===== src/rtl/iw_pkg.sv =====
package iw_pkg;

  localparam int CODE_W = 3;

  typedef enum logic [1:0] {
    IW_IDLE = 2'd0,
    IW_RUN  = 2'd1,
    IW_FREE = 2'd2
  } iw_state_e;

  // Span in half-bit ticks for a programmed code (1..7).
  function automatic int unsigned code_halves(input logic [CODE_W-1:0] code);
    return (int'(code) << 1) - 1;
  endfunction

  // Span in half-bit ticks for the standard default mode.
  function automatic int unsigned default_halves(
    input logic fail, input logic same,
    input int unsigned fail_bits, input int unsigned new_bits,
    input int unsigned same_bits);
    int unsigned bits;
    if (fail)      bits = fail_bits;
    else if (same) bits = same_bits;
    else           bits = new_bits;
    return bits * 2;
  endfunction

  // Largest span the counter must hold.
  function automatic int unsigned max_halves(
    input int unsigned fail_bits, input int unsigned new_bits,
    input int unsigned same_bits);
    int unsigned m;
    m = code_halves({CODE_W{1'b1}});
    if (2 * fail_bits > m) m = 2 * fail_bits;
    if (2 * new_bits > m)  m = 2 * new_bits;
    if (2 * same_bits > m) m = 2 * same_bits;
    return m;
  endfunction

endpackage


===== src/rtl/iw_target.sv =====
module iw_target #(
  parameter int unsigned CNT_W     = 4,
  parameter int unsigned FAIL_BITS = 3,
  parameter int unsigned NEW_BITS  = 5,
  parameter int unsigned SAME_BITS = 7
) (
  input  logic [iw_pkg::CODE_W-1:0] wait_code,
  input  logic                      last_failed,
  input  logic                      same_initiator,
  output logic [CNT_W-1:0]          target
);
  logic [CNT_W-1:0] prog_w;
  logic [CNT_W-1:0] dflt_w;

  always_comb begin
    prog_w = CNT_W'(iw_pkg::code_halves(wait_code));
    dflt_w = CNT_W'(iw_pkg::default_halves(last_failed, same_initiator,
                                           FAIL_BITS, NEW_BITS, SAME_BITS));
    target = (wait_code == '0) ? dflt_w : prog_w;
  end
endmodule


===== src/rtl/iw_counter.sv =====
module iw_counter #(
  parameter int unsigned CNT_W = 4
) (
  input  logic             clk,
  input  logic             rst_n,
  input  logic             enable,
  input  logic             restart,
  input  logic             line_low,
  input  logic             tick,
  input  logic             consume,
  input  logic [CNT_W-1:0] target,
  output logic             free_o,
  output logic             counting_o,
  output logic [CNT_W-1:0] count_o
);
  import iw_pkg::*;

  iw_state_e        state_q;
  logic [CNT_W-1:0] cnt_q;
  logic [CNT_W:0]   cnt_inc_w;
  logic             reach_w;

  assign cnt_inc_w = {1'b0, cnt_q} + {{CNT_W{1'b0}}, 1'b1};
  assign reach_w   = cnt_inc_w >= {1'b0, target};

  always_ff @(posedge clk or negedge rst_n) begin
    if (!rst_n) begin
      state_q <= IW_RUN;
      cnt_q   <= '0;
    end else if (!enable || restart) begin
      state_q <= IW_RUN;
      cnt_q   <= '0;
    end else begin
      case (state_q)
        IW_RUN: begin
          if (line_low) begin
            cnt_q <= '0;
          end else if (tick) begin
            if (!(&cnt_q)) cnt_q <= cnt_inc_w[CNT_W-1:0];
            if (reach_w) state_q <= IW_FREE;
          end
        end
        IW_FREE: if (consume) state_q <= IW_IDLE;
        default: state_q <= state_q;
      endcase
    end
  end

  assign free_o     = (state_q == IW_FREE);
  assign counting_o = (state_q == IW_RUN);
  assign count_o    = cnt_q;
endmodule


===== src/rtl/iw_request.sv =====
module iw_request (
  input  logic clk,
  input  logic rst_n,
  input  logic enable,
  input  logic som_req,
  input  logic eom_req,
  input  logic consume,
  output logic som_pend,
  output logic eom_pend
);
  always_ff @(posedge clk or negedge rst_n) begin
    if (!rst_n) begin
      som_pend <= 1'b0;
      eom_pend <= 1'b0;
    end else if (!enable) begin
      som_pend <= 1'b0;
      eom_pend <= 1'b0;
    end else if (consume) begin
      som_pend <= som_req;
      eom_pend <= eom_req;
    end else begin
      som_pend <= som_pend | som_req;
      eom_pend <= eom_pend | eom_req;
    end
  end
endmodule


===== src/rtl/cec_idle_wait.sv =====
module cec_idle_wait #(
  parameter int unsigned FAIL_BITS = 3,
  parameter int unsigned NEW_BITS  = 5,
  parameter int unsigned SAME_BITS = 7
) (
  input  logic       clk,
  input  logic       rst_n,
  input  logic       enable,
  input  logic [2:0] wait_code,
  input  logic       auto_start,
  input  logic       som_req,
  input  logic       eom_req,
  input  logic       tx_done,
  input  logic       rx_done,
  input  logic       half_tick,
  input  logic       line_idle,
  input  logic       last_failed,
  input  logic       same_initiator,
  output logic       start_ok,
  output logic       start_last,
  output logic       counting
);
  localparam int unsigned MAX_H = iw_pkg::max_halves(FAIL_BITS, NEW_BITS, SAME_BITS);
  localparam int unsigned CNT_W = $clog2(MAX_H + 1);

  logic [CNT_W-1:0] target_w;
  logic [CNT_W-1:0] count_w;
  logic             restart_w;
  logic             grant_w;
  logic             free_w;
  logic             som_pend_w;
  logic             eom_pend_w;

  // Start point selection.
  assign restart_w = auto_start ? (tx_done | rx_done) : som_req;
  assign grant_w   = free_w & som_pend_w;

  iw_target #(
    .CNT_W(CNT_W), .FAIL_BITS(FAIL_BITS),
    .NEW_BITS(NEW_BITS), .SAME_BITS(SAME_BITS)
  ) u_target (
    .wait_code      (wait_code),
    .last_failed    (last_failed),
    .same_initiator (same_initiator),
    .target         (target_w)
  );

  iw_counter #(.CNT_W(CNT_W)) u_counter (
    .clk        (clk),
    .rst_n      (rst_n),
    .enable     (enable),
    .restart    (restart_w),
    .line_low   (~line_idle),
    .tick       (half_tick),
    .consume    (grant_w),
    .target     (target_w),
    .free_o     (free_w),
    .counting_o (counting),
    .count_o    (count_w)
  );

  iw_request u_request (
    .clk      (clk),
    .rst_n    (rst_n),
    .enable   (enable),
    .som_req  (som_req),
    .eom_req  (eom_req),
    .consume  (grant_w),
    .som_pend (som_pend_w),
    .eom_pend (eom_pend_w)
  );

  assign start_ok   = grant_w;
  assign start_last = grant_w & eom_pend_w;
endmodule


===== config.mk =====
export PLATFORM = sky130hd
export DESIGN_NAME = cec_idle_wait
export DESIGN_NICKNAME = d
export VERILOG_FILES = /design/src/rtl/iw_pkg.sv /design/src/rtl/iw_target.sv /design/src/rtl/iw_counter.sv /design/src/rtl/iw_request.sv /design/src/rtl/cec_idle_wait.sv
export SDC_FILE = /design/constraint.sdc
export NUM_CORES = 1
export LEC_CHECK = 0
export CORE_UTILIZATION = 49
export DETAILED_ROUTE_END_ITERATION = 8
export GPL_ROUTABILITY_DRIVEN = 0
export PLACE_DENSITY = 0.82
export SLEW_MARGIN = 0
export SYNTH_ARGS = -nofsm -noshare
export SYNTH_HDL_FRONTEND = slang
export SYNTH_SLANG_ARGS = --single-unit
export TNS_END_PERCENT = 30

===== constraint.sdc =====
create_clock -name clk -period 4.5 [get_ports clk]
set_input_delay 1.125 -clock clk [delete_from_list [all_inputs] [get_ports clk]]
set_output_delay 1.125 -clock clk [all_outputs]
set_load 0.005 [all_outputs]

=== Yosys cells after proc, flatten, opt, wreduce, memory -nomap -nowiden ===
Index checks and enable logic that the tools add are counted.

* Logic and storage cells: 47
* Bits of input ports: 15
* Flip-flop bits (word level): 8

* $lt $le $gt $ge: 1
* Bitwise operators: 5
* Multiplexer cells: 19
* Add/subtract/negate cells: 2
* Reduce and logical (&&, ||, !) cells: 8
* Equal/unequal tests: 8

{| class="wikitable"
|+ Operators with widths
! cell !! count
|-
| $mux W4 || 6
|-
| $ne A3 B2 Y1 const B || 5
|-
| $mux W2 || 6
|-
| $add A4 B1 Y5 const B || 1
|-
| $ge A5 B4 Y1 || 1
|-
| $mux W1 || 5
|-
| $reduce_and A5 Y1 || 1
|-
| $pmux W2 S2 || 1
|-
| $reduce_and A4 Y1 || 1
|-
| $sub A4 B1 Y4 const B || 1
|-
| $logic_not A3 Y1 || 1
|-
| $mux W3 || 1
|-
| $ne A3 B1 Y1 const B || 1
|-
| $or A1 B1 Y1 || 3
|-
| $reduce_and A3 Y1 || 1
|-
| $reduce_bool A3 Y1 || 1
|-
| $and A1 B1 Y1 || 2
|-
| $eq A2 B1 Y1 const B || 1
|-
| $eq A2 B2 Y1 const B || 1
|-
| $reduce_bool A2 Y1 || 1
|-
| $logic_not A1 Y1 || 1
|-
| $logic_or A1 B1 Y1 || 1
|}

=== Logic depth before layout (Yosys ltp) ===
Gate-level depths: netlist of run 1.

* Depth in word-level cells: 9
* Gate-level depth with buffers: 11
* Depth with buffers taken out: 11

=== Cells and area by module ===
From an unflattened synthesis of run 1, not the netlist that was laid out.

* Cell total of the unflattened synthesis: 77
* Area, all modules: 683.2 um^2

{| class="wikitable"
|+ Modules (own cells, without submodules)
! module !! instances !! cells each !! area each (um^2)
|-
| iw_counter || 1 || 53 || 488.0
|-
| iw_target || 1 || 12 || 88.8
|-
| iw_request || 1 || 6 || 77.6
|-
| cec_idle_wait || 1 || 6 || 28.8
|}

=== Worst setup path before layout of run 1 ===
OpenSTA, ideal clock, no wires.

* Path type: in2reg
* Start: input wait_code[0]
* End: register u_counter.state_q[1]
* Path buffers: 0
* Arrival: 2.464 ns
* Path slack: 1.882 ns
* Stages on the path: 9
* Cell sequence: inv_1 > ha_1 > ha_1 > inv_1 > ha_1 > nand2b_1 > a211o_1 > a21oi_1 > a21oi_1

* Word-level cells in the longest chain between the ends: 5
* Elaborated cells on any way between the ends: 6
* Those cells by class: add/sub (1); order compare (1); eq/ne (1); mux (1); reduce/logical (2)

{| class="wikitable"
|+ Ends and longest elaborated chain
! item !! line !! source
|-
| from (decl) || cec_idle_wait.sv:9 || <nowiki>input logic [2:0] wait_code,</nowiki>
|-
| $sub A4 B1 Y4 / $logic_not A3 Y1 (equally long branches) || iw_pkg.sv:13, iw_target.sv:19 ||
|-
| $mux W4 (*) || iw_target.sv:19 || <nowiki>target = (wait_code == '0) ? dflt_w : prog_w;</nowiki>
|-
| $ge A5 B4 Y1 (*) || iw_counter.sv:24 || <nowiki>assign reach_w = cnt_inc_w >= {1'b0, target};</nowiki>
|-
| $ne A3 B1 Y1 (no line) (*) || n/a ||
|-
| $reduce_and A5 Y1 (no line) (*) || n/a ||
|-
| to (signal assigned) || iw_counter.sv:44 || <nowiki>default: state_q <= state_q;</nowiki>
|-
| to (decl) || iw_counter.sv:18 || <nowiki>iw_state_e state_q;</nowiki>
|}

Mark *: on every way between the ends. The rest lies on a longest branch, timed or not.
A chain may end at the register's enable or synchronous reset.

=== Final worst setup path of run 1 ===
Same ends and word-level chain as after synthesis.

==> impl_summary.log, run 1 <==
INFO  metric result_of_the_run = complete, no violations
INFO  metric finalInstanceArea = around 850 um2
INFO  metric timing.max_slew.rel_slack = a little under half
INFO  metric timing.critical_path.fanout_max = 3
INFO  metric post_cts_resize_count = 0
INFO  metric cts-buffers-inserted = 3
INFO  metric synth.lib_cells_used.distinct = 30
INFO  metric mapped_nets = 92
INFO  metric synth.most_common_cell = sky130_fd_sc_hd__inv_1
INFO  metric synth.area.top_cells = sky130_fd_sc_hd__dfrtp_1 (27%), sky130_fd_sc_hd__ha_1 (14%), sky130_fd_sc_hd__a21oi_1 (4.7%), sky130_fd_sc_hd__inv_1 (4.7%), sky130_fd_sc_hd__dfstp_2 (4.1%)
INFO  metric yosys_register_bits = 8
INFO  metric io_pins = 18
INFO  metric timing.critical_path.mode_cell = sky130_fd_sc_hd__ha_1
INFO  metric htree_num_levels = 1
INFO  metric timing.rr.start = u_counter.count_o[0]$_DFFE_PN0P_
INFO  metric setup.worst_path.start_class = input port
INFO  metric grt.overflow.total = 0
INFO  metric firstDrtPassIters = 4
INFO  metric share_of_layout_cells_above_drive_strength_1 = 11.1%
INFO  metric yosysTopAreaCellShare = a little over a quarter
INFO  metric grt_pass1_wl = ~2100 um
INFO  metric tritoncts_clock_tree = yes
INFO  metric clock_path_buffers = 2
INFO  metric ant_nets = 0
INFO  metric critical_path_required = 4.59 ns
INFO  metric route.vias.total = 590
INFO  metric cp-end-kind = flop
INFO  metric ys_async_sr_fraction = 100%
INFO  metric max_slew.worst_pin.slew = roughly 0.81 ns
INFO  metric dieHeight = between 30 and 40 um
INFO  metric min-delay-path-class = reg -> reg
INFO  metric ys_dominant_reg_cell = sky130_fd_sc_hd__dfrtp_1
INFO  metric initialDrtViolationCount = 8
INFO  metric setup.worst_path.class = in -> reg
INFO  metric place.port_buffers = 17
INFO  metric routed_via_density = about 5.7
INFO  metric maxCapViolations = 0
INFO  metric post_cts_buffers = 0
INFO  metric final.period_utilization = between 60% and 70%
INFO  metric number_of_antenna_violations_at_the_first_check_in_global_routing = 0
INFO  metric layout.filler_cells = 86
INFO  metric placement.cell_area = just over 800 um2
INFO  metric tritoncts_num_sinks = 8
INFO  metric r2r_setup_slack = 2.59 ns
INFO  metric placeableCoreArea = ~1200 um2
INFO  metric timing.reg2reg.worst_path_depth = 7
INFO  metric core.rowCount = 12
INFO  metric timing.final.hold_violations = 0
INFO  metric power.total = 169 uW
INFO  metric worst_hold_startpoint = u_counter.state_q[0]$_DFFE_PN1P_
INFO  metric first_global_vias = roughly 560
INFO  metric cts-hold-fix-buffers = 0
INFO  metric clk-insertion-delay-late = ~0.26 ns
INFO  metric chain_of_cells_forming_the_critical_path = clkdlybuf4s50_1, inv_1, ha_1, ha_1, inv_1, o31ai_1, ha_1, o21ai_0, nor2_1, a21oi_1, a21oi_1
INFO  metric timing.critical_path.max_delay_family = compound AO/OA/AOI/OAI gates
INFO  metric sequential_element_share_of_the_synthesized_area = 31.5%
INFO  metric syn_area_per_cell = 9.13 um2
INFO  metric timing.critical_path.arrival = 3.11 ns
INFO  metric antenna-diode-count = 0
INFO  metric initial_core_util = between 50% and 60%
INFO  metric synth-edff-count = 0
INFO  metric routedWlPerCell = between 10 and 15 um
INFO  metric cp.buffers_inverters = 3
INFO  metric grt_max_degree = 9
INFO  metric root_buffer = sky130_fd_sc_hd__clkbuf_4
INFO  metric postRouteWirelength = between 1000 and 1500 um
INFO  metric p_per_area = 200 nW/um2
INFO  metric cell_leakage_power = roughly 0.00039 uW
INFO  metric setup_tns = 0 ns
INFO  metric grt_setup_unrepaired = false
INFO  metric crit-reg2reg-capture = u_counter.state_q[1]$_DFFE_PN0P_
INFO  metric critical_path.slowest_cell = sky130_fd_sc_hd__clkdlybuf4s50_1
INFO  metric synthToLayoutAreaGrowth = 32.7%
INFO  metric clock-skew-final = between 0.009 and 0.01 ns
INFO  metric slew_viol_final = 0
INFO  metric post-route-drc-count = 0
INFO  metric post_synth_instance_area = around 640 um2
INFO  metric fin_crit = 3.02 ns
INFO  metric min_to = u_counter.state_q[0]$_DFFE_PN1P_
INFO  metric nNetsFinal = roughly 110
INFO  metric synth_commonest_cells = sky130_fd_sc_hd__inv_1 (8), sky130_fd_sc_hd__dfrtp_1 (7), sky130_fd_sc_hd__ha_1 (7)
INFO  metric gr-usage-all-layers = about 22%
INFO  metric timing.critical_path.slowest_cell_delay = about 0.40 ns
INFO  metric hold-path-cell-count = 1
INFO  metric hpwl = ~1100 um
INFO  metric yosysTopAreaCell = sky130_fd_sc_hd__dfrtp_1
INFO  metric setup-violations-final = 0
INFO  metric vdd.ir_drop.worst = about 160 uV
INFO  metric post_synth_inst_count = 70
INFO  metric max_freq = approximately 330 MHz
INFO  metric clk_transition_reported_paths = about 0.050 ns
INFO  metric ys_warn_count = 0
INFO  metric floorplan.die_area = 1450 um2
INFO  metric chipWidth = 38.1 um
-- stage by stage --
step / cells / hold slack [ns] / worst slack (ns) / utilization, %
after floorplan: 70 / 0.513 / 1.88 / -
after global placement: 100 / 0.527 / 1.29 / 71.1
after detailed placement: 100 / 0.534 / 1.21 / 71.1
after CTS: 104 / 0.542 / 1.48 / 73.4
after global routing: 104 / 0.550 / 1.37 / 73.4
final: 104 / 0.541 / 1.48 / 73.4
-- kinds of logic after synthesis --
| group | synth area share (%) |
|---|---|
| AOI/OAI and AO/OA | 25.4 |
| xor gates and xnor gates | 2.74 |
| adders and majority gates | 13.7 |
| buffers and inverters | 5.48 |
| DFF | 31.5 |
| muxes | 1.76 |
| and+or+nand+nor | 19.4 |
-- worst max-delay path by stage --
stage,cells past startpoint,slack (ns),to,from
after detailed placement,11,1.21,u_counter.state_q[1]$_DFFE_PN0P_,wait_code[0]
after global routing,11,1.37,u_counter.state_q[1]$_DFFE_PN0P_,wait_code[0]
after floorplan,9,1.88,u_counter.state_q[1]$_DFFE_PN0P_,wait_code[0]
after CTS,11,1.48,u_counter.state_q[1]$_DFFE_PN0P_,wait_code[0]
final,11,1.48,u_counter.state_q[1]$_DFFE_PN0P_,wait_code[0]
after global placement,10,1.29,u_counter.state_q[1]$_DFFE_PN0P_,wait_code[0]
-- metal layers --
layer / global-route usage (%) / routed length (um)
met5: 0 / 0
met2: 38.6 / 660
met4: 15.2 / 32
met1: 22.9 / 548
met3: 3.49 / 54
-- state kept, by name, summed over array words and instances, names as in the netlist --
| name | count |
|---|---|
| u_request.eom_pend | 1 |
| u_counter.count_o | 4 |
| u_request.som_pend | 1 |
| u_counter.state_q | 2 |
-- cell usage in the layout (no fill, tap or decap), drive strengths merged --
master         Yosys  routed
a41oi              1       1
nand4              1       1
nand4b             2       2
dfrtp              7       7
nor2b              2       2
inv                8       8
o21ai              5       5
and2               1       1
ha                 7       7
nor2               3       3
nand3              3       3
a211o              1       1
nand2              4       4
a21boi             1       1
a21oi              6       6
xnor2              1       1
dfstp              1       1
clkdlybuf4s50      0      17
nand2b             2       2
mux2               1       1
a21o               1       1
a211oi             2       2
o31ai              1       1
and3               2       2
xor2               1       1
nor3b              1       1
o21a               2       2
a31oi              1       1
a21bo              1       1
clkbuf             0       4
-- report_power, final --
group	internal [uW]	switching [uW]
clock network	34.0	25.9
registers	73.8	1.22
logic	19.8	14.6
-- final cells by class --
cell class / instances / area [um2] / share of cell area (%)
multi-input cells: 53 / 403 / 47.5
flip-flops and latches: 8 / 201 / 23.7
repair buffers: 17 / 170 / 20.1
inverters: 8 / 30.0 / 3.54
clock buffers: 4 / 26.3 / 3.10
well taps: 14 / 17.5 / 2.06
Note: power is estimated with default switching activity, not from simulation.
==> run 2, diff against run 1 <==
--- a/config.mk
+++ b/config.mk
@@ -5,10 +5,10 @@
 export SDC_FILE = /design/constraint.sdc
 export NUM_CORES = 1
 export LEC_CHECK = 0
-export CORE_UTILIZATION = 49
+export CORE_UTILIZATION = 41
 export DETAILED_ROUTE_END_ITERATION = 8
 export GPL_ROUTABILITY_DRIVEN = 0
-export PLACE_DENSITY = 0.82
+export PLACE_DENSITY = 0.73
 export SLEW_MARGIN = 0
 export SYNTH_ARGS = -nofsm -noshare
 export SYNTH_HDL_FRONTEND = slang
==> constraint.sdc (replaced) <==
create_clock -name clk -period 2.7 [get_ports clk]
set_input_delay 0.675 -clock clk [delete_from_list [all_inputs] [get_ports clk]]
set_output_delay 0.675 -clock clk [all_outputs]
set_load 0.005 [all_outputs]
==> run 2 against run 1 <==
  * Sequential power increased by 67%
  * Sequential share of layout area is 0.45 points lower
  * Clock skew is 0.0078 ns lower
  * Worst setup slack worse by 1.2 ns
  * Critical path type unchanged
  * Largest cell class unchanged
  * Highest routed layer unchanged
==> impl_summary.log, run 2 (synthesized netlist as in run 1, its figures left out) <==
INFO  metric result_of_the_run = complete, no violations
INFO  metric ant_nets = 0 (unchanged)
INFO  metric postRouteWirelength = 1190 um (-8.3%)
INFO  metric vdd.ir_drop.worst = 209 uV (+29%)
INFO  metric mostFrequentLayoutCells = sky130_fd_sc_hd__clkdlybuf4s50_1 (17), sky130_fd_sc_hd__inv_1 (8), sky130_fd_sc_hd__ha_1 (7), sky130_fd_sc_hd__dfrtp_1 (7), sky130_fd_sc_hd__a21oi_1 (6)
INFO  metric cp-end-kind = flop
INFO  metric placeableCoreArea = 1380 um2 (+20%)
INFO  metric clk-insertion-delay-late = 0.25 ns (about the same)
INFO  metric dieHeight = 41.5 um (+8.8%)
INFO  metric power.total = 279 uW (+65%)
INFO  metric htree_num_levels = 1 (unchanged)
INFO  metric min-delay-path-class = reg -> reg
INFO  metric timing.critical_path.fanout_max = 3 (unchanged)
INFO  metric route.vias.total = 573 (-2.9%)
INFO  metric root_buffer = sky130_fd_sc_hd__clkbuf_4
INFO  metric p_per_area = 323 nW/um2 (+62%)
INFO  metric slew_viol_final = 0 (unchanged)
INFO  metric synthToLayoutAreaGrowth = 35.2%
INFO  metric tritoncts_clock_tree = yes
INFO  metric timing.critical_path.slowest_cell_delay = 0.45 ns (+0.05 ns)
INFO  metric timing.critical_path.mode_cell = sky130_fd_sc_hd__ha_1
INFO  metric post-place-ws = -0.0284 ns (-1.24 ns)
INFO  metric setup.worst_path.start_class = input port
INFO  metric io_pins = 18 (unchanged)
INFO  metric grt_max_degree = 9 (unchanged)
INFO  metric gr-usage-all-layers = 16.3% (-5.4 points)
INFO  metric timing.critical_path.arrival = 2.60 ns (-0.51 ns)
INFO  metric clock_path_buffers = 2 (unchanged)
INFO  metric core.rowCount = 13 (+1)
INFO  metric number_of_antenna_violations_at_the_first_check_in_global_routing = 0 (unchanged)
INFO  metric nNetsFinal = 115 (+1.8%)
INFO  metric post_cts_resize_count = 0 (unchanged)
INFO  metric post-route-drc-count = 0 (unchanged)
INFO  metric final.period_utilization = about 91%
INFO  metric max_slew.worst_pin.slew = 0.323 ns (-0.488 ns)
INFO  metric antenna-diode-count = 0 (unchanged)
INFO  metric chipWidth = 41.5 um (+8.8%)
INFO  metric setup.worst_path.class = in -> reg
INFO  metric post_cts_buffers = 0 (unchanged)
INFO  metric clock-skew-final = 0.00127 ns (-0.00776 ns)
INFO  metric max_freq = around 410 MHz
INFO  metric place.port_buffers = 17 (unchanged)
INFO  metric share_of_layout_cells_above_drive_strength_1 = 13.0% (+1.9 points)
INFO  metric floorplan.die_area = 1720 um2 (+18%)
INFO  metric grt_use_met2 = 30.0% (-8.6 points)
INFO  metric maxCapViolations = 0 (unchanged)
INFO  metric setup-violations-final = 0 (unchanged)
INFO  metric fin_crit = between 2 and 2.5 ns
INFO  metric grt_setup_unrepaired = false
INFO  metric initial_core_util = 46.2% (-9.1 points)
INFO  metric cts-hold-fix-buffers = 0 (unchanged)
INFO  metric clk_transition_reported_paths = 0.05 ns (about the same)
INFO  metric critical_path_required = 2.83 ns (-1.76 ns)
INFO  metric gr-usage-met1 = 17.8% (-5.1 points)
INFO  metric largest_register_ff_count = 4 (unchanged)
INFO  metric routedWlPerCell = 11.1 um (-11%)
INFO  metric timing.max_slew.rel_slack = 78.4% (+33 points)
INFO  metric layout_setup_ws = 0.235 ns (-1.25 ns)
INFO  metric hpwl = 1000 um (-7.8%)
INFO  metric cell_leakage_power = 0.000402 uW (+2.3%)
INFO  metric critical_path.slowest_cell = sky130_fd_sc_hd__clkdlybuf4s50_1
INFO  metric first_global_vias = 586 (+3.9%)
INFO  metric busiest_layer = met2
INFO  metric chain_of_cells_forming_the_critical_path = clkdlybuf4s50_1, inv_1, ha_1, ha_1, inv_1, ha_1, nand2b_1, a211o_1, a21oi_1, a21oi_1
INFO  metric cts-buffers-inserted = 3 (unchanged)
INFO  metric final_common_cell = sky130_fd_sc_hd__clkdlybuf4s50_1
INFO  metric grt.overflow.total = 0 (unchanged)
INFO  metric initialDrtViolationCount = 7 (-1)
INFO  metric tritoncts_num_sinks = 8 (unchanged)
INFO  metric global_route.usage.met3 = 1.30% (-2.2 points)
INFO  metric routed_via_density = 5.36 (-5.6%)
INFO  metric firstDrtPassIters = 4 (unchanged)
INFO  metric grt_pass1_wl = 2210 um (+2.9%)
INFO  metric timing.final.hold_violations = 0 (unchanged)
[run 2: cell types whose count changed in the layout (fill, tap and decap cells not counted)]
| cell | before | now |
|---|---|---|
| sky130_fd_sc_hd__buf_4 | 0 | 2 |
[run 2: critical path: cells and delay by family]
family	cells	cell delay, ns
AO/OA/AOI/OAI	3	0.55
adder cells (fa/ha/maj)	3	0.62
buffers and inverters	3	0.60
AND/OR/NAND/NOR	1	0.14
[run 2: path summary, 6_finish.rpt]
kind / from / to / slack (ns) / cells past startpoint
min in group asynchronous: rst_n / u_request.eom_pend$_DFF_PN0_ / 0.68 / 1
worst min-delay path: u_counter.state_q[0]$_DFFE_PN1P_ / u_counter.state_q[0]$_DFFE_PN1P_ / 0.54 / 1
worst min register to register: u_counter.state_q[0]$_DFFE_PN1P_ / u_counter.state_q[0]$_DFFE_PN1P_ / 0.54 / 1
max in group asynchronous: rst_n / u_counter.state_q[0]$_DFFE_PN1P_ / 1.73 / 1
worst max-delay path: wait_code[0] / u_counter.state_q[1]$_DFFE_PN0P_ / 0.23 / 10
worst max register to register: u_counter.count_o[0]$_DFFE_PN0P_ / u_counter.state_q[1]$_DFFE_PN0P_ / 0.91 / 7
[run 2: metal layers]
layer / part of all wire (%) / routed length (um) / vias up
li1: - / - / 297
met1: 44 / 522 / 255
met2: 51 / 608 / 17
met3: 2.9 / 34 / 4
met4: 1.9 / 22 / 0
met5: 0 / 0 / -
[run 2: power breakdown]
part	internal [uW]	switching (uW)
logic	34.8	23.7
registers	123	1.90
clock network	56.4	39.2
total	214	64.8
[run 2: layout make-up]
type / instances / area, um2
clock buffer: 4 / 26.3
fill: 124 / 518
inverter: 8 / 30.0
multi-input combinational: 53 / 403
sequential: 8 / 201
tap: 15 / 18.8
timing repair buffer: 19 / 185
[run 2: metrics by stage]
| stage | hold WS, ns | TNS (ns) | util, % | cells | instance area, um2 |
|---|---|---|---|---|---|
| detailed placement | 0.531 | -0.0302 | 60.6 | 103 | 838 |
| floorplan | 0.379 | 0 | - | 70 | 639 |
| finish | 0.536 | 0 | 62.5 | 107 | 865 |
| CTS | 0.541 | 0 | 62.5 | 107 | 865 |
| global route | 0.560 | 0 | 62.5 | 107 | 865 |
| global placement | 0.528 | 0 | 60.6 | 103 | 838 |
==> run 3, diff against run 2 <==
==> constraint.sdc (replaced) <==
create_clock -name clk -period 2.7 [get_ports clk]
set_input_delay 0.54 -clock clk [delete_from_list [all_inputs] [get_ports clk]]
set_output_delay 0.54 -clock clk [all_outputs]
set_load 0.005 [all_outputs]
==> run 3 against run 2 <==
  * Final area is 0.87% lower
  * Die area stayed put
  * Hold slack better by 0.0075 ns
  * Critical endpoint unchanged
  * Sequential share of layout area is 0.20 points higher
  * Cell count is 0.93% lower
  * Critical path depth stayed put
==> impl_summary.log, run 3 (synthesized netlist as in run 1, its figures left out) <==
INFO  metric result_of_the_run = complete, no violations
INFO  metric routedWlPerCell = 11.5 um (+4.0%)
INFO  metric grt_pass1_wl = 2240 um (+1.2%)
INFO  metric largest_register_ff_count = 4 (unchanged)
INFO  metric postRouteWirelength = 1220 um (+3.0%)
INFO  metric fin_crit = 2.34 ns (-0.127 ns)
INFO  metric hpwl = 1000 um (-0.26%)
INFO  metric routed_via_density = 5.26 (-1.7%)
INFO  metric firstDrtPassIters = 3 (-1)
INFO  metric initial_core_util = 46.2% (unchanged)
INFO  metric post-place-ws = 0.113 ns (+0.142 ns)
INFO  metric clk-insertion-delay-late = 0.25 ns (about the same)
INFO  metric place.port_buffers = 17 (unchanged)
INFO  metric min_to = u_counter.state_q[0]$_DFFE_PN1P_
INFO  metric core.rowCount = 13 (unchanged)
INFO  metric layout.filler_cells = 124 (unchanged)
INFO  metric timing.critical_path.max_delay_family = adder cells
INFO  metric cp-end-kind = flop
INFO  metric chipWidth = 41.5 um (unchanged)
INFO  metric setup-violations-final = 0 (unchanged)
INFO  metric initialDrtViolationCount = 3 (-4)
INFO  metric cts-buffers-inserted = 3 (unchanged)
INFO  metric clock-skew-final = 0.00116 ns (-0.000105 ns)
INFO  metric setup.worst_path.class = in -> reg
INFO  metric timing.max_slew.rel_slack = 76.9% (-1.5 points)
INFO  metric clk_transition_reported_paths = 0.05 ns (about the same)
INFO  metric floorplan.die_area = 1720 um2 (unchanged)
INFO  metric post-route-drc-count = 0 (unchanged)
INFO  metric cp.buffers_inverters = 3 (unchanged)
INFO  metric critical_path_required = 2.83 ns (about the same)
INFO  metric timing.reg2reg.worst_path_depth = 7 (unchanged)
INFO  metric nNetsFinal = 114 (-0.87%)
INFO  metric root_buffer = sky130_fd_sc_hd__clkbuf_4
INFO  metric tritoncts_num_sinks = 8 (unchanged)
INFO  metric timing.critical_path.arrival = 2.46 ns (-0.14 ns)
INFO  metric maxCapViolations = 0 (unchanged)
INFO  metric post_cts_buffers = 0 (unchanged)
INFO  metric share_of_layout_cells_above_drive_strength_1 = 12.1% (-0.96 points)
INFO  metric timing.rr.start = u_counter.count_o[0]$_DFFE_PN0P_
INFO  metric layout_setup_ws = 0.361 ns (+0.127 ns)
INFO  metric timing.critical_path.mode_cell = sky130_fd_sc_hd__ha_1
INFO  metric mostFrequentLayoutCells = sky130_fd_sc_hd__clkdlybuf4s50_1 (17), sky130_fd_sc_hd__inv_1 (8), sky130_fd_sc_hd__ha_1 (7), sky130_fd_sc_hd__dfrtp_1 (7), sky130_fd_sc_hd__a21oi_1 (6)
INFO  metric post_cts_resize_count = 0 (unchanged)
INFO  metric p_per_area = 325 nW/um2 (+0.70%)
INFO  metric setup.worst_path.start_class = input port
INFO  metric final_common_cell = sky130_fd_sc_hd__clkdlybuf4s50_1
INFO  metric tritoncts_clock_tree = yes
INFO  metric crit-reg2reg-capture = u_counter.state_q[1]$_DFFE_PN0P_
INFO  metric synthToLayoutAreaGrowth = 34.1%
INFO  metric route.vias.total = 558 (-2.6%)
INFO  metric gr-usage-all-layers = 16.2% (-0.061 points)
INFO  metric chain_of_cells_forming_the_critical_path = clkdlybuf4s50_1, inv_1, ha_1, ha_1, inv_1, ha_1, nand2b_1, a211o_1, a21oi_1, a21oi_1
INFO  metric placeableCoreArea = 1380 um2 (unchanged)
INFO  metric antenna-diode-count = 0 (unchanged)
INFO  metric final.period_utilization = 86.6% (-4.7 points)
INFO  metric hold-path-cell-count = 1 (unchanged)
INFO  metric clock_path_buffers = 2 (unchanged)
INFO  metric setup_tns = 0 ns (unchanged)
INFO  metric ant_nets = 0 (unchanged)
INFO  metric grt.overflow.total = 0 (unchanged)
INFO  metric min-delay-path-class = reg -> reg
INFO  metric number_of_antenna_violations_at_the_first_check_in_global_routing = 0 (unchanged)
INFO  metric cts-hold-fix-buffers = 0 (unchanged)
INFO  metric power.total = 279 uW (-0.18%)
INFO  metric timing.final.hold_violations = 0 (unchanged)
INFO  metric worst_hold_startpoint = u_counter.state_q[0]$_DFFE_PN1P_
INFO  metric slew_viol_final = 0 (unchanged)
INFO  metric timing.critical_path.fanout_max = 3 (unchanged)
INFO  metric grt_max_degree = 9 (unchanged)
INFO  metric max_slew.worst_pin.slew = 0.346 ns (+0.0224 ns)
INFO  metric cell_leakage_power = 0.000397 uW (-1.2%)
INFO  metric r2r_setup_slack = 0.91 ns (about the same)
INFO  metric dieHeight = 41.5 um (unchanged)
INFO  metric timing.critical_path.slowest_cell_delay = 0.45 ns (about the same)
INFO  metric htree_num_levels = 1 (unchanged)
INFO  metric vdd.ir_drop.worst = 220 uV (+5.3%)
INFO  metric grt_setup_unrepaired = false
INFO  metric first_global_vias = 544 (-7.2%)
INFO  metric max_freq = 428 MHz (+5.4%)
INFO  metric io_pins = 18 (unchanged)
INFO  metric critical_path.slowest_cell = sky130_fd_sc_hd__clkdlybuf4s50_1
## run 3: changes by cell type in the layout (fill, tap and decap cells not counted)
cell and delta:
sky130_fd_sc_hd__buf_4 -1
## run 3: layout make-up
type	instances	area (um2)	area share, %
multi-input combinational	53	403	47.0
sequential	8	201	23.5
timing repair buffer	18	178	20.7
inverter	8	30.0	3.50
clock buffer	4	26.3	3.07
tap	15	18.8	2.19
## run 3: worst register-to-register path, cell delays in order, from the launching register on
cell                      delay (ns)
sky130_fd_sc_hd__dfrtp_1        0.44
sky130_fd_sc_hd__ha_1           0.29
sky130_fd_sc_hd__xor2_1         0.18
sky130_fd_sc_hd__ha_1           0.29
sky130_fd_sc_hd__o21ai_0        0.14
sky130_fd_sc_hd__nor2_1         0.05
sky130_fd_sc_hd__a21oi_1        0.19
sky130_fd_sc_hd__a21oi_1        0.09
## run 3: per-layer routing
metal / GRT usage [%] / vias up / wire, um
li1: - / 296 / -
met1: 20.1 / 248 / 568
met2: 28.7 / 12 / 615
met3: 1.74 / 2 / 35
met4: 5.81 / 0 / 5
met5: 0 / - / 0
## run 3: per-stage QoR
step / utilization (%) / hold slack, ns / cells / instance area [um2]
final: 62.0 / 0.543 / 106 / 857
after global routing: 62.0 / 0.553 / 106 / 857
after floorplan: - / 0.244 / 70 / 639
after CTS: 62.0 / 0.543 / 106 / 857
after global placement: 60.1 / 0.530 / 102 / 831
after detailed placement: 60.1 / 0.534 / 102 / 831
## run 3: worst max-delay path by stage
stage / start / end / slack [ns] / cells past startpoint
final: wait_code[0] / u_counter.state_q[1]$_DFFE_PN0P_ / 0.36 / 10
after detailed placement: wait_code[0] / u_counter.state_q[1]$_DFFE_PN0P_ / 0.11 / 10
after global placement: wait_code[0] / u_counter.state_q[1]$_DFFE_PN0P_ / 0.14 / 10
after CTS: wait_code[0] / u_counter.state_q[1]$_DFFE_PN0P_ / 0.38 / 10
after floorplan: wait_code[0] / u_counter.state_q[1]$_DFFE_PN0P_ / 0.67 / 9
after global routing: wait_code[0] / u_counter.state_q[0]$_DFFE_PN1P_ / 0.23 / 11
## run 3: power by group
group          leakage [uW]  internal [uW]  switching (uW)
Sequential         0.000105            123            1.92
Combinational      0.000277           33.8            23.5
Clock             0.0000150           56.5            39.9
Total              0.000397            213            65.3
